## src/rtl/resv_pkg.sv

```systemverilog
package resv_pkg;

  localparam logic KIND_LOAD_LOCK  = 1'b0;
  localparam logic KIND_STORE_COND = 1'b1;

  typedef enum logic [1:0] {
    SC_FAILED = 2'd0,
    SC_DONE   = 2'd1,
    SC_NO_WB  = 2'd2
  } sc_code_e;

endpackage

```

## src/rtl/resv_rst_sync.sv

```systemverilog
module resv_rst_sync (
  input  logic clk,
  input  logic rst_n,
  output logic rst_n_sync
);

  logic [1:0] sync_q;

  always_ff @(posedge clk or negedge rst_n) begin
    if (!rst_n) sync_q <= 2'b00;
    else        sync_q <= {sync_q[0], 1'b1};
  end

  assign rst_n_sync = sync_q[1];

endmodule

```

## src/rtl/resv_lock_reg.sv

```systemverilog
module resv_lock_reg #(
  parameter int ADDR_W    = 40,
  parameter int GRAN_BITS = 4
) (
  input  logic              clk,
  input  logic              rst_n,
  input  logic              set_i,
  input  logic [ADDR_W-1:0] set_addr_i,
  input  logic              drop_i,
  output logic              flag_o,
  output logic              flag_d_o,
  output logic [ADDR_W-1:0] addr_o
);

  localparam logic [ADDR_W-1:0] LOW_MASK = ADDR_W'((1 << GRAN_BITS) - 1);

  logic              flag_q, flag_d, flag_en;
  logic [ADDR_W-1:0] addr_q, addr_d;

  always_comb begin
    flag_d  = flag_q;
    addr_d  = addr_q;
    if (set_i) begin
      flag_d = 1'b1;
      addr_d = set_addr_i;
    end else if (drop_i) begin
      flag_d = 1'b0;
    end
    flag_en = set_i || drop_i;
  end

  always_ff @(posedge clk or negedge rst_n) begin
    if (!rst_n) begin
      flag_q <= 1'b0;
      addr_q <= '0;
    end else begin
      if (flag_en) flag_q <= flag_d;
      if (set_i)   addr_q <= addr_d;
    end
  end

  assign flag_o   = flag_q;
  assign flag_d_o = flag_d;
  assign addr_o   = addr_q;

  a_r1_aligned: assert property (@(posedge clk) disable iff (!rst_n)
    (addr_q & LOW_MASK) == '0);

  a_r6_set_wins: assert property (@(posedge clk) disable iff (!rst_n)
    set_i |=> flag_q);

  a_r6_drop_clears: assert property (@(posedge clk) disable iff (!rst_n)
    (drop_i && !set_i) |=> !flag_q);

endmodule

```

## src/rtl/resv_fail_ctr.sv

```systemverilog
module resv_fail_ctr #(
  parameter int CNT_W       = 32,
  parameter int WARN_PERIOD = 100000
) (
  input  logic clk,
  input  logic rst_n,
  input  logic inc_i,
  input  logic zero_i,
  output logic hit_o
);

  localparam int              PH_W    = (WARN_PERIOD > 1) ? $clog2(WARN_PERIOD) : 1;
  localparam logic [PH_W-1:0] PH_LAST = PH_W'(WARN_PERIOD - 1);
  localparam logic [CNT_W-1:0] CNT_MAX = '1;

  logic [CNT_W-1:0] cnt_q, cnt_d;
  logic [PH_W-1:0]  ph_q, ph_d;
  logic             sat, step, cnt_en;

  always_comb begin
    sat    = (cnt_q == CNT_MAX);
    step   = inc_i && !sat;
    cnt_en = zero_i || step;
    cnt_d  = cnt_q;
    ph_d   = ph_q;
    if (zero_i) begin
      cnt_d = '0;
      ph_d  = '0;
    end else if (step) begin
      cnt_d = cnt_q + 1'b1;
      ph_d  = (ph_q == PH_LAST) ? '0 : ph_q + 1'b1;
    end
  end

  always_ff @(posedge clk or negedge rst_n) begin
    if (!rst_n) begin
      cnt_q <= '0;
      ph_q  <= '0;
    end else if (cnt_en) begin
      cnt_q <= cnt_d;
      ph_q  <= ph_d;
    end
  end

  assign hit_o = step && (ph_q == PH_LAST);

  a_r7_exclusive: assert property (@(posedge clk) disable iff (!rst_n)
    !(inc_i && zero_i));

  a_r7_zeroed: assert property (@(posedge clk) disable iff (!rst_n)
    zero_i |=> (cnt_q == '0));

  a_r9_saturate: assert property (@(posedge clk) disable iff (!rst_n)
    (sat && !zero_i) |=> (cnt_q == CNT_MAX));

  a_r8_phase_bound: assert property (@(posedge clk) disable iff (!rst_n)
    ph_q <= PH_LAST);

endmodule

```

## src/rtl/resv_monitor.sv

```systemverilog
module resv_monitor #(
  parameter int ADDR_W      = 40,
  parameter int GRAN_BITS   = 4,
  parameter int CNT_W       = 32,
  parameter int WARN_PERIOD = 100000
) (
  input  logic              clk,
  input  logic              rst_n,
  input  logic              req_valid,
  output logic              req_ready,
  input  logic              req_kind,
  input  logic [ADDR_W-1:0] req_paddr,
  input  logic              req_uncached,
  input  logic              clr_resv,
  output logic              dec_valid,
  input  logic              dec_ready,
  output logic              dec_issue,
  output logic [1:0]        dec_code,
  output logic              dec_flag,
  output logic              warn_pulse
);

  import resv_pkg::*;

  localparam logic [ADDR_W-1:0] LOW_MASK = ADDR_W'((1 << GRAN_BITS) - 1);

  logic              rst_ns;
  logic              acc, ll_acc, sc_acc, hit, sc_pass, sc_fail;
  logic [ADDR_W-1:0] req_gran, lock_addr;
  logic              lock_flag, lock_flag_d, warn_hit;

  logic     dv_q, dv_d, iss_q, iss_d, flg_q, flg_d, warn_q, warn_d;
  sc_code_e code_q, code_d;

  resv_rst_sync u_rst (
    .clk        (clk),
    .rst_n      (rst_n),
    .rst_n_sync (rst_ns)
  );

  assign req_ready = !dv_q || dec_ready;

  always_comb begin
    acc      = req_valid && req_ready;
    ll_acc   = acc && (req_kind == KIND_LOAD_LOCK);
    sc_acc   = acc && (req_kind == KIND_STORE_COND);
    req_gran = req_paddr & ~LOW_MASK;
    hit      = lock_flag && (lock_addr == req_gran);
    sc_pass  = sc_acc && (req_uncached || hit);
    sc_fail  = sc_acc && !req_uncached && !hit;
  end

  resv_lock_reg #(
    .ADDR_W    (ADDR_W),
    .GRAN_BITS (GRAN_BITS)
  ) u_lock (
    .clk        (clk),
    .rst_n      (rst_ns),
    .set_i      (ll_acc),
    .set_addr_i (req_gran),
    .drop_i     (sc_fail || clr_resv),
    .flag_o     (lock_flag),
    .flag_d_o   (lock_flag_d),
    .addr_o     (lock_addr)
  );

  resv_fail_ctr #(
    .CNT_W       (CNT_W),
    .WARN_PERIOD (WARN_PERIOD)
  ) u_fails (
    .clk    (clk),
    .rst_n  (rst_ns),
    .inc_i  (sc_fail),
    .zero_i (sc_pass),
    .hit_o  (warn_hit)
  );

  always_comb begin
    dv_d   = dv_q;
    iss_d  = iss_q;
    code_d = code_q;
    flg_d  = flg_q;
    if (sc_acc) begin
      dv_d  = 1'b1;
      iss_d = !sc_fail;
      flg_d = lock_flag_d;
      if (req_uncached) code_d = SC_NO_WB;
      else if (hit)     code_d = SC_DONE;
      else              code_d = SC_FAILED;
    end else if (dec_ready) begin
      dv_d = 1'b0;
    end
    warn_d = warn_hit;
  end

  always_ff @(posedge clk or negedge rst_ns) begin
    if (!rst_ns) begin
      dv_q   <= 1'b0;
      iss_q  <= 1'b0;
      code_q <= SC_FAILED;
      flg_q  <= 1'b0;
      warn_q <= 1'b0;
    end else begin
      dv_q   <= dv_d;
      warn_q <= warn_d;
      if (sc_acc) begin
        iss_q  <= iss_d;
        code_q <= code_d;
        flg_q  <= flg_d;
      end
    end
  end

  assign dec_valid  = dv_q;
  assign dec_issue  = iss_q;
  assign dec_code   = code_q;
  assign dec_flag   = flg_q;
  assign warn_pulse = warn_q;

  a_r1_no_decision: assert property (@(posedge clk) disable iff (!rst_ns)
    (req_valid && req_ready && req_kind == KIND_LOAD_LOCK) |=> !dec_valid);

  a_r2_uncached: assert property (@(posedge clk) disable iff (!rst_ns)
    (req_valid && req_ready && req_kind == KIND_STORE_COND && req_uncached)
    |=> (dec_valid && dec_issue && dec_code == 2'd2));

  a_r4_fail_quiet: assert property (@(posedge clk) disable iff (!rst_ns)
    (dec_valid && dec_code == 2'd0) |-> (!dec_issue && !dec_flag));

  a_r5_hold: assert property (@(posedge clk) disable iff (!rst_ns)
    (dec_valid && !dec_ready) |=> (dec_valid && $stable(dec_code) &&
                                   $stable(dec_issue) && $stable(dec_flag)));

  a_r5_stall: assert property (@(posedge clk) disable iff (!rst_ns)
    (dec_valid && !dec_ready) |-> !req_ready);

  a_r8_one_cycle: assert property (@(posedge clk) disable iff (!rst_ns)
    warn_pulse |=> !warn_pulse);

  a_r8_on_failure: assert property (@(posedge clk) disable iff (!rst_ns)
    warn_pulse |-> (dec_valid && dec_code == 2'd0));

endmodule

```

## config.mk

```make
export PLATFORM = sky130hd
export DESIGN_NAME = resv_monitor
export DESIGN_NICKNAME = d
export VERILOG_FILES = /design/src/rtl/resv_pkg.sv /design/src/rtl/resv_rst_sync.sv /design/src/rtl/resv_lock_reg.sv /design/src/rtl/resv_fail_ctr.sv /design/src/rtl/resv_monitor.sv
export SDC_FILE = /design/constraint.sdc
export NUM_CORES = 1
export LEC_CHECK = 0
export BUFFER_PORTS_ARGS = -buffer_cell sky130_fd_sc_hd__buf_2
export CORE_ASPECT_RATIO = 1.25
export CORE_UTILIZATION = 64
export CTS_CLUSTER_DIAMETER = 80
export DETAILED_ROUTE_END_ITERATION = 10
export GPL_TIMING_DRIVEN = 0
export PLACE_DENSITY = 0.92
export SLEW_MARGIN = 20
export SYNTH_ARGS = -nofsm -noshare
export SYNTH_HDL_FRONTEND = slang
export SYNTH_SLANG_ARGS = --single-unit
export TNS_END_PERCENT = 10
```

## constraint.sdc

```tcl
create_clock -name clk -period 8.3 [get_ports clk]
set_clock_uncertainty 0.05 [all_clocks]
set_input_delay 0.83 -clock clk [delete_from_list [all_inputs] [get_ports clk]]
set_output_delay 0.83 -clock clk [all_outputs]
set_load 0.05 [all_outputs]
```

==> results.txt, run 1 <==
relative slew slack -> 44.5%
Min Hold Slack -> 0.178 ns
Antenna Violating Nets Remaining -> 0
GRT Total Usage -> 34.6%
Layout area overhead -> 11.5%
# clock sinks -> 94
Synth cell types -> 61
crit start category -> input port
top_reg_cell synth -> dfrtp_1
Crit. End Element -> flop
Starting Density -> 65.8%
Setup-failing EPs final -> 0
footprint of the multi-input gates -> 2600 um^2
total chip power -> 0.00101 W
endpoints failing hold -> 0
RSZ-0062 raised after global routing -> no
via/cell ratio -> 6.94
Worst VDD drop -> 0.153 mV
die height -> 102 um
buffers plus inverters on the worst setup path -> 3
initial DRC count -> 465
Mapped Cells -> 498
synthesized area -> 5130 um^2
GRT Residual Overflow -> 0
EDFF count, synth -> 0
initial antenna violation count -> 0
critical path type -> input port to flop
global-route wire length before repair -> 21.3 mm
worst path arrival time -> 3.32 ns
syn avg cell area -> 10.3 um^2
Buffers on Ports -> 49
dpl cells -> 643
DP Wirelength -> 9.38 mm
post-route setup TNS -> 0 ns
#FFs+latches synth -> 94
Crit path largest cell delay -> 0.62 ns
cts repair resizes -> 0
diode count -> 0
M1 WL -> 5.03 mm
vias in the first global route -> 4,532
failing checks -> design-rule violations
CTS tree -> yes
clock root cell -> clkbuf_8
min Tclk post-route -> 3.11 ns
Routed WL -> 13.4 mm
Core ar. -> 7790 um^2
met2 routed WL -> 6.77 mm
Slew @ Worst Pin -> 0.828 ns
critical path's slowest cell -> nor4_1
Pleak -> 2.29 nW
Worst-Skew Late Latency -> 0.38 ns
reg2reg start -> u_lock.addr_o[35]
required time worst endpoint -> 8.51 ns
outcome -> complete, but fails checks
final slew viol count -> 0
Worst-path clk slew -> 0.09 ns
DR top layer -> met4
Power Dens Cells -> 176 nW/um^2
CTS HTree Levels -> 3
die width -> 82.1 um
met3 WL post-DR -> 922 um
Hold-fix buffers, CTS -> 0
max-cap violations -> 0
drc violations -> 1
Hold Crit Class -> input port to asynchronous set/reset pin
syn_nets -> 547
CP top delay family -> simple AND/OR/NAND/NOR gates
pin count of the biggest net entering global routing -> 58
worst path cell trace -> buf_2 > xnor2_1 > nand4_1 > nor4_1 > and3_1 > clkbuf_2 > clkbuf_1 > nor4bb_1 > a221o_1
Crit. Startpoint -> req_paddr[17]
total setup buffers inserted after CTS -> 0
Final #Nets -> 608
Longest Clk Path Bufs -> 2
routability-driven placement congestion ratio -> 0.930
Max Clock Freq -> 321 MHz
Sequential cell area -> 2360 um^2
Die Footprint -> 8380 um^2
register area share after synthesis -> 45.8%
standard-cell row count -> 36
Worst Path Max Fanout -> 10
yosys warns -> 0
final non-filler cell total -> 659
1st-pass router iterations -> 8
TritonCTS buffer count -> 9
crit share post-route -> 37.5%
DR vias -> 4,573
fillers -> 511
Synth async-reset ratio -> 100%
number of top-level pins -> 54
layout cells sized above 1 -> 23.2%
Wirelength per Cell -> 20.3 um
-- worst paths after layout --
kind                                           to  slack [ns]  depth (start not counted)
worst min register to register   u_lock.addr_o[4]        0.25                          0
min in group clk                  u_rst.sync_q[1]        0.31                          0
worst max-delay path              u_fails.ph_q[9]        5.19                          9
worst max register to register    u_fails.ph_q[9]        5.37                          8
max in group asynchronous       u_fails.cnt_q[29]        7.31                          1
worst min-delay path              u_rst.sync_q[1]        0.18                          1
-- Yosys cell counts, drive strengths merged (2+ instances only) --
library cell,n,share of area (%)
a21oi,31,3.2
xnor2,32,5.5
inv,7,0.51
nand2,27,2.0
xor2,4,0.68
and2,9,1.1
o21bai,2,0.29
mux2,36,7.9
o221ai,2,0.34
nand3,36,3.6
dfrtp,94,46
clkbuf,9,0.68
or4,22,3.3
mux2i,2,0.39
o211ai,6,0.88
or3,15,1.9
nor2b,2,0.24
and3,7,0.98
nand4b,2,0.34
nor2,10,1.0
buf,15,2.2
nor4,8,0.98
nand4,25,3.0
ha,2,0.49
a221o,5,0.98
o21ai,33,3.2
a22o,2,0.34
or4b,2,0.39
nor4b,4,0.68
o31ai,18,2.6
and4,7,1.2
nor3,9,0.98
nand2b,2,0.24
-- per-layer routing --
| layer | vias up | global-route usage (%) |
|---|---|---|
| met4 | 0 | 20.9 |
| met1 | 2209 | 39.5 |
| li1 | 2019 | - |
| met3 | 65 | 8.30 |
| met2 | 280 | 58.1 |
| met5 | - | 0 |
-- cell type report --
class	count	area share, %
buffer	24	2.60
clock buffer	12	2.89
clock inverter	4	0.503
inverter	7	0.459
multi-input combinational	373	45.5
sequential	94	41.2
tap	95	2.08
timing repair buffer	50	4.77
-- through the flow --
| stage | util, % | setup slack [ns] | cell area, um^2 |
|---|---|---|---|
| after floorplan | - | 5.44 | 5130 |
| after global placement | 70.5 | 4.44 | 5500 |
| after detailed placement | 70.9 | 4.95 | 5530 |
| after CTS | 73.4 | 5.31 | 5720 |
| after global routing | 73.4 | 5.00 | 5720 |
| final | 73.4 | 5.19 | 5720 |
-- flip-flops by register name, indices dropped and copies added, names as in the netlist --
name and flops:
dec_valid 1, u_lock.addr_o 36, u_fails.ph_q 17, dec_code 2, u_lock.flag_o 1, u_rst.sync_q 2, dec_flag 1, dec_issue 1
warn_pulse 1, u_fails.cnt_q 32
-- cells in the final DEF, fill, tap and decap left out, types with 12 or more instances in the layout --
cell type / instances
o21ai_0: 24
nand4_1: 25
or4_1: 21
nand3_1: 35
nand2_1: 27
buf_2: 56
o31ai_1: 18
or3_1: 14
a21oi_1: 29
clkbuf_8: 12
xnor2_1: 32
dfrtp_1: 93
mux2_2: 36
-- where the power goes --
group | switching, W | leakage (nW) | internal, W
clock | 0.000166 | 0.0950 | 0.000134
combinational | 0.0000929 | 0.977 | 0.0000795
sequential | 0.0000361 | 1.22 | 0.000499
total | 0.000295 | 2.29 | 0.000713
-- cell families after synthesis --
| kind of cell | synth area share (%) |
|---|---|
| xor+xnor | 6.14 |
| other cells | 0.0731 |
| buf+inv | 3.41 |
| mux | 8.29 |
| fa+ha+maj | 0.488 |
| flops | 45.8 |
| compound gates | 13.1 |
| simple gates | 22.7 |
No activity file was read; power rests on OpenSTA's default activity.
==> inputs of run 2 (changes only) <==
- CORE_UTILIZATION: 64 -> 59
- PLACE_DENSITY: 0.92 -> 0.86
- clock period: 8.3 -> 3.13 ns (I/O delays scaled with it)
==> results.txt, run 2 (synthesis results as in run 1) <==
DR vias -> 4,460 (was 4,573)
HP Start -> req_paddr[22]
crit share post-route -> 90.0%
die height -> 106 um (was 102 um)
Int Power -> 0.00185 W (was 0.000713 W)
Layout area overhead -> 11.4% (was 11.5%)
most frequent cells in the layout -> dfrtp_1 (93), buf_2 (56), mux2_2 (36) (unchanged)
Final #Nets -> 609 (was 608)
required time worst endpoint -> 3.34 ns (was 8.51 ns)
worst path arrival time -> 3.03 ns (was 3.32 ns)
# clock sinks -> 94 (unchanged)
net load switching power -> 0.000761 W (was 0.000295 W)
Largest register FFs -> 36 (unchanged)
Comb pwr share -> 17.1% (about the same)
Hold-fix buffers, CTS -> 1 (was 0)
final slew viol count -> 0 (unchanged)
GRT Residual Overflow -> 0 (unchanged)
diode count -> 0 (unchanged)
Die Footprint -> 9080 um^2 (was 8380 um^2)
TritonCTS buffer count -> 9 (unchanged)
Hold Crit Class -> input port to flop (was input port to asynchronous set/reset pin)
Worst R2R Setup Slack -> 0.31 ns (was 5.37 ns)
relative slew slack -> 31.7% (was 44.5%)
min Tclk post-route -> 2.82 ns
total setup buffers inserted after CTS -> 0 (unchanged)
Cell Area, Placed -> 5530 um^2 (about the same)
Routed WL -> 13.1 mm (was 13.4 mm)
Pleak -> 2.29 nW (about the same)
die width -> 85.4 um (was 82.1 um)
CTS HTree Levels -> 3 (unchanged)
outcome -> finished clean (was complete, but fails checks)
pin count of the biggest net entering global routing -> 57 (was 58)
Final Util -> 68.6% (was 73.4%)
Crit path largest cell delay -> 0.55 ns (was 0.62 ns)
standard-cell row count -> 37 (was 36)
vias in the first global route -> 4,496 (was 4,532)
layout cells sized above 1 -> 22.8% (was 23.2%)
clock share of power -> 28.7% (was 29.7%)
Worst VDD drop -> 0.382 mV (was 0.153 mV)
Crit. End Element -> flop (unchanged)
critical path's slowest cell -> nor4_1 (unchanged)
Slew @ Worst Pin -> 1.02 ns (was 0.828 ns)
Min Hold Slack -> 0.140 ns (was 0.178 ns)
Max Clock Freq -> 355 MHz
Design Area, Final -> 5720 um^2 (about the same)
clock root cell -> clkbuf_8 (unchanged)
CTS tree -> yes (unchanged)
Power Dens Cells -> 457 nW/um^2 (was 176 nW/um^2)
Worst-path clk slew -> 0.09 ns (about the same)
buffers plus inverters on the worst setup path -> 1 (was 3)
Reg2Reg Depth -> 7 (was 8)
Net Sw Frac -> 29.2% (about the same)
drc violations -> 0 (was 1)
routability-driven placement congestion ratio -> 0.950 (was 0.930)
FF-to-FF End -> u_fails.ph_q[2] (was u_fails.ph_q[9])
number of top-level pins -> 54 (unchanged)
Worst-Skew Late Latency -> 0.39 ns (was 0.38 ns)
via/cell ratio -> 6.74 (was 6.94)
CP Depth -> 7 (was 9)
Wirelength per Cell -> 19.7 um (was 20.3 um)
DP Wirelength -> 9.43 mm (was 9.38 mm)
Crit. Startpoint -> u_lock.addr_o[26] (was req_paddr[17])
global-route wire length before repair -> 21.6 mm (was 21.3 mm)
crit start category -> flop (was input port)
reg2reg start -> u_lock.addr_o[26] (was u_lock.addr_o[35])
CP top delay family -> simple AND/OR/NAND/NOR gates (unchanged)
RSZ-0062 raised after global routing -> no (unchanged)
GRT Total Usage -> 30.9% (was 34.6%)
worst path cell trace -> xnor2_1 > nand4_1 > nor4_1 > and3_1 > clkbuf_2 > o21ai_0 > a221o_1 (was buf_2 > xnor2_1 > nand4_1 > nor4_1 > and3_1 > clkbuf_2 > clkbuf_1 > nor4bb_1 > a221o_1)
cts repair resizes -> 0 (unchanged)
Longest Clk Path Bufs -> 2 (unchanged)
max-cap violations -> 0 (unchanged)
Starting Density -> 61.6% (was 65.8%)
endpoints failing hold -> 0 (unchanged)
Setup-failing EPs final -> 0 (unchanged)
critical path type -> flop to flop (was input port to flop)
Worst Path Max Fanout -> 8 (was 10)
Buffers on Ports -> 49 (unchanged)
Antenna Violating Nets Remaining -> 0 (unchanged)
Core ar. -> 8330 um^2 (was 7790 um^2)
post-route setup TNS -> 0 ns (unchanged)
initial DRC count -> 365 (was 465)
initial antenna violation count -> 0 (unchanged)
most common cell after layout, fill and taps aside -> dfrtp_1 (unchanged)
Seq pwr share -> 54.2% (was 53.1%)
Setup crit end -> u_fails.ph_q[2] (was u_fails.ph_q[9])
1st-pass router iterations -> 7 (was 8)
run 2: how the worst min path moves through the flow:
stage | slack (ns) | cells past startpoint | endpoint
final | 0.14 | 2 | u_lock.addr_o[22]
after global routing | 0.14 | 2 | u_lock.addr_o[29]
after CTS | 0.14 | 2 | u_lock.addr_o[22]
after detailed placement | 0.05 | 1 | u_rst.sync_q[0]
after global placement | 0.05 | 1 | u_rst.sync_q[1]
after floorplan | -0.03 | 0 | u_rst.sync_q[0]
run 2: layout make-up:
| class | count | area (um^2) |
|---|---|---|
| buffer | 24 | 149 |
| clock buffer | 12 | 145 |
| clock inverter | 4 | 31.3 |
| fill | 615 | 2620 |
| inverter | 7 | 26.3 |
| multi-input combinational | 373 | 2600 |
| sequential | 94 | 2360 |
| tap | 97 | 121 |
| timing repair buffer | 51 | 283 |
run 2: routing by layer:
metal | global-route usage, % | share of wire [%] | wire (um) | vias to the layer above
met1 | 34.3 | 38 | 4930 | 2205
met2 | 55.5 | 53 | 6870 | 189
met3 | 5.75 | 5.7 | 746 | 41
met5 | 0 | 0 | 0 | -
li1 | - | - | - | 2025
met4 | 16.1 | 3.9 | 515 | 0
run 2: power groups by stage:
stage	sequential, W	clock (W)	combinational, W
detailed placement	0.00144	0	0.000441
global placement	0.00144	0	0.000399
finish	0.00142	0.000748	0.000447
CTS	0.00141	0.000751	0.000446
global route	0.00143	0.000797	0.000485
floorplan	0.00145	0	0.000283
run 2: metrics by stage:
stage | instances | total power [W] | setup slack (ns)
after global routing | 662 | 0.00271 | 0.0632
after floorplan | 498 | 0.00173 | 0.268
final | 662 | 0.00261 | 0.312
after CTS | 662 | 0.00261 | 0.387
after detailed placement | 645 | 0.00188 | 0.334
after global placement | 644 | 0.00184 | -0.716
run 2: worst reg2reg max path, stage by stage, from the launching register on:
cell	delay, ns
dfrtp_1	0.42
xnor2_1	0.27
nand4_1	0.18
nor4_1	0.55
and3_1	0.24
clkbuf_2	0.19
o21ai_0	0.34
a221o_1	0.47
